===== config.mk =====
export PLATFORM = sky130hd
export DESIGN_NAME = opstage_nzp
export DESIGN_NICKNAME = d
export VERILOG_FILES = /design/src/rtl/opstage_nzp.sv
export SDC_FILE = /design/constraint.sdc
export NUM_CORES = 1
export LEC_CHECK = 0
export BUFFER_PORTS_ARGS = -buffer_cell sky130_fd_sc_hd__buf_4
export CAP_MARGIN = 20
export CELL_PAD_IN_SITES_DETAIL_PLACEMENT = 2
export CELL_PAD_IN_SITES_GLOBAL_PLACEMENT = 2
export CORE_MARGIN = 5
export CORE_UTILIZATION = 24
export DETAILED_ROUTE_END_ITERATION = 6
export PLACE_DENSITY = 0.9
export SYNTH_ARGS = -nofsm -noshare
export SYNTH_HDL_FRONTEND = slang
export SYNTH_SLANG_ARGS = --single-unit
export TNS_END_PERCENT = 10

===== constraint.sdc =====
create_clock -name clk -period 4.7 [get_ports clk]
set_input_delay 0.94 -clock clk [delete_from_list [all_inputs] [get_ports clk]]
set_output_delay 0.94 -clock clk [all_outputs]
set_load 0.03 [all_outputs]

===== src/rtl/opstage_nzp.sv =====
module opstage_nzp #(
  parameter logic       RST_MODE = 1'b1,
  parameter logic [2:0] RST_PRIO = 3'd0
) (
  input  logic        clk,
  input  logic        rst_n,
  input  logic        valid,
  input  logic [15:0] instr,
  input  logic [15:0] opnd_a,
  input  logic [15:0] opnd_b,
  input  logic        ld_en,
  input  logic [15:0] ld_data,
  output logic [15:0] result,
  output logic [2:0]  dst_idx,
  output logic [2:0]  src1_idx,
  output logic [2:0]  src2_idx,
  output logic        wr_en,
  output logic [15:0] status
);
  localparam logic [3:0] OP_ADD = 4'b0001;
  localparam logic [3:0] OP_AND = 4'b0101;
  localparam logic [3:0] OP_NOT = 4'b1001;
  localparam logic [2:0] CC_RST = 3'b010;

  logic [15:0] lit, op_b, cc_src;
  logic        is_op;
  logic [2:0]  cc_q, cc_d;

  assign dst_idx  = instr[11:9];
  assign src1_idx = instr[8:6];
  assign src2_idx = instr[2:0];
  assign lit      = {{11{instr[4]}}, instr[4:0]};
  assign op_b     = instr[5] ? lit : opnd_b;

  always_comb begin
    is_op  = 1'b1;
    result = '0;
    case (instr[15:12])
      OP_ADD:  result = opnd_a + op_b;
      OP_AND:  result = opnd_a & op_b;
      OP_NOT:  result = ~opnd_a;
      default: is_op = 1'b0;
    endcase
  end

  assign wr_en  = valid & is_op;
  assign cc_src = ld_en ? ld_data : result;
  assign cc_d   = {cc_src[15], cc_src == '0, !cc_src[15] && cc_src != '0};

  always_ff @(posedge clk) begin
    if (!rst_n)              cc_q <= CC_RST;
    else if (ld_en || wr_en) cc_q <= cc_d;
  end

  assign status = {RST_MODE, 4'b0000, RST_PRIO, 5'b00000, cc_q};
endmodule


==> metrics <==
status completed; Final Hold Vio Count 0; Bufs on Longest Clock Path 2; cell leakage power 1.26 nW; largest net degree at the start of global routing 22; Max IR drop VDD 0.0000784 V; row count 34; CP endpoint kind output port; TritonRoute pass-1 iters 4; Worst Tran Pin Value 916 ps; layout cells sized above 1 32.7%; Iter 0 DRT Violations 74; min-delay src cc_q[0]; P_sw 0.227 mW; CP max FO 5; Rel. slew slack 38.8%; final worst path period share 93.7%; startpoint types input port; Starting Density 24.4%; # nets final 447; WL/cell 18.7 um; die width 103 um; post_cts resized 0; post-route ant nets 0; Critical R2R Capture cc_q[2]; minimum clock period 4400 ps; setup bufs post-CTS 0; Flop pwr share 6.4%; global-route wire length before repair 13600 um; hold slack final 492 ps; data required time at the worst endpoint 3760 ps; Setup violations, final 0; Layout area overhead 27.0%; # diodes 0; number of global-route vias before repair 2741; global-route usage over all layers 15.9%; commonest non-fill, non-tap cells in the layout buf_4, nand2_1, o21ai_0, nor2_1, inv_1; area of placed instances 2610 um2; flops & latches, synth 3; R2R setup slack 3950 ps; HP Class reg2reg; Worst Skew 0 ps; Residual DRC 0; Most flops, register cc_q; final setup TNS 0 ps; TritonCTS clock tree done; Post-synth top flop dfxtp_1; GR Overflow Total 0; antenna violations before repair 0; commonest non-fill, non-tap cell in the layout buf_4; CORE AREA 8590 um2; unrepaired setup endpoints after global routing no; Critical-path top delay cell fa_1; max-slew violation count 0; CTS root buf clkbuf_8; Reg-to-Reg Start cc_q[2]; worst hold path depth 2; fill count 1074; placed cell count 465; Internal Power 0.228 mW; PD cells 171 nW/um2; Clk pwr share 16.2%; Routability Congestion 0.839; total clock sinks 3; Num CTS Buffers 3; Fmax achieved 227 MHz; Post-synth EDFFs 0; non-filler cells, final 469; library cells used by synthesis 70; Vias 2431; max FFs per register 3; r2r worst-path depth 1; Hold Buf Count CTS 0; chip height 103 um; maxcap violations 0; Seq/Total Area, Yosys 2.87%; synthesized area 2090 um2; area of the die 10700 um2; DP HPWL 7380 um; Synth async-reset ratio 0%; Mapped Avg Cell Area 7.07 um2; Routed WL 8750 um; post-layout util 30.9%; PortBufs 84; Via density 5.18; Logic pwr share 77.4%; Clk Latency, worst-skew pair 210 ps; CP Cell Sequence buf_4, mux2_2, ha_1, fa_1, a211oi_4, o211ai_2, a31oi_4, o211ai_2, a21o_1, and2_2, buf_4; Worst-path clk slew 30 ps; io pins 110; biggest regs cc_q (3); worst stage delay on the critical path 460 ps; Synthesis Warnings 0; cell area after layout 2660 um2; Post-Syn Instances 296; CP arrival 3460 ps; Hold Path End cc_q[0]; sw frac 49.8%; # H-tree levels 1; Crit Path Class in2out
[cells by family (layout without fill, tap and decap cells)]
group	count (synthesis)	in the layout	synth area share [%]
xor gates and xnor gates	3	3	1.26
adders and majority gates	17	17	10.5
muxes	11	11	5.50
other	2	13	0.359
buffers and inverters	56	110	18.6
and+or+nand+nor	106	106	25.5
AOI/OAI and AO/OA	98	98	35.4
DFF	3	3	2.87
[final cells by class]
type | instances | area [um2] | area share [%]
multi-input cells | 248 | 1690 | 63.4
repair buffers | 89 | 668 | 25.1
well taps | 108 | 135 | 5.08
inverters | 17 | 63.8 | 2.40
flip-flops and latches | 3 | 60.1 | 2.26
clock buffers | 4 | 45.0 | 1.69
[cell usage after synthesis, types with 2 or more instances]
library cell / instances / share of area, %
nor3_1: 3 / 0.72
and2_2: 2 / 0.72
o21ai_0: 29 / 6.9
dfxtp_1: 3 / 2.9
and2_1: 2 / 0.60
o21ai_1: 4 / 0.96
buf_4: 23 / 8.2
and3_1: 4 / 1.2
a221oi_1: 2 / 0.84
a21oi_1: 13 / 3.1
o31ai_1: 4 / 1.4
clkbuf_1: 3 / 0.54
mux2_2: 4 / 2.2
a21o_1: 5 / 1.8
buf_2: 2 / 0.48
nor2b_1: 3 / 0.90
xor2_1: 3 / 1.3
a31oi_1: 4 / 1.2
nor2_1: 27 / 4.8
o211ai_2: 2 / 1.2
nor4b_1: 2 / 0.84
nor4_1: 5 / 1.5
mux2i_1: 7 / 3.3
nand2_1: 29 / 5.2
o22ai_1: 2 / 0.60
nand3b_1: 2 / 0.72
nand2b_1: 2 / 0.60
o22a_1: 3 / 1.3
o21a_1: 4 / 1.4
o211ai_1: 2 / 0.72
inv_1: 17 / 3.0
conb_1: 2 / 0.36
buf_6: 8 / 4.3
or3_1: 4 / 1.2
ha_1: 16 / 9.6
nand3_1: 12 / 2.9
a21oi_2: 2 / 0.84
clkbuf_8: 3 / 2.0
[metal layers]
metal / vias up / part of all wire (%) / global-route usage (%)
met4: 0 / 0 / 2.09
li1: 1180 / - / -
met5: - / 0 / 0
met1: 1170 / 42 / 19.6
met3: 0 / 8.2 / 2.01
met2: 81 / 50 / 30.0
[power groups by stage]
stage	logic (mW)	registers [mW]	clock network [mW]
floorplan	0.258	0.0335	0
global placement	0.336	0.0293	0
detailed placement	0.351	0.0294	0
CTS	0.353	0.0291	0.0758
global route	0.385	0.0295	0.0783
finish	0.352	0.0290	0.0738
[stage by stage]
step	power, mW	setup WS, ps
finish	0.455	295
global route	0.492	66.3
CTS	0.458	272
detailed placement	0.380	289
global placement	0.365	367
floorplan	0.292	251
[critical path: cells and delay by family]
family / cells / cell delay (ps)
muxes: 1 / 330
AOI/OAI and AO/OA: 5 / 1040
adders and majority gates: 2 / 700
buffers and inverters: 2 / 280
and+or+nand+nor: 1 / 190
[worst max path at each step]
| stage | endpoint | slack, ps | from | depth (start not counted) |
|---|---|---|---|---|
| 2_1_floorplan | result[10] | 250 | instr[5] | 9 |
| 3_3_place_gp | result[12] | 370 | instr[5] | 11 |
| 3_5_place_dp | result[13] | 290 | instr[5] | 10 |
| 4_1_cts | result[13] | 270 | instr[5] | 10 |
| 5_1_grt | result[14] | 70 | instr[5] | 11 |
| 6_report | result[12] | 300 | instr[5] | 11 |
Note: power is estimated with default switching activity, not from simulation.
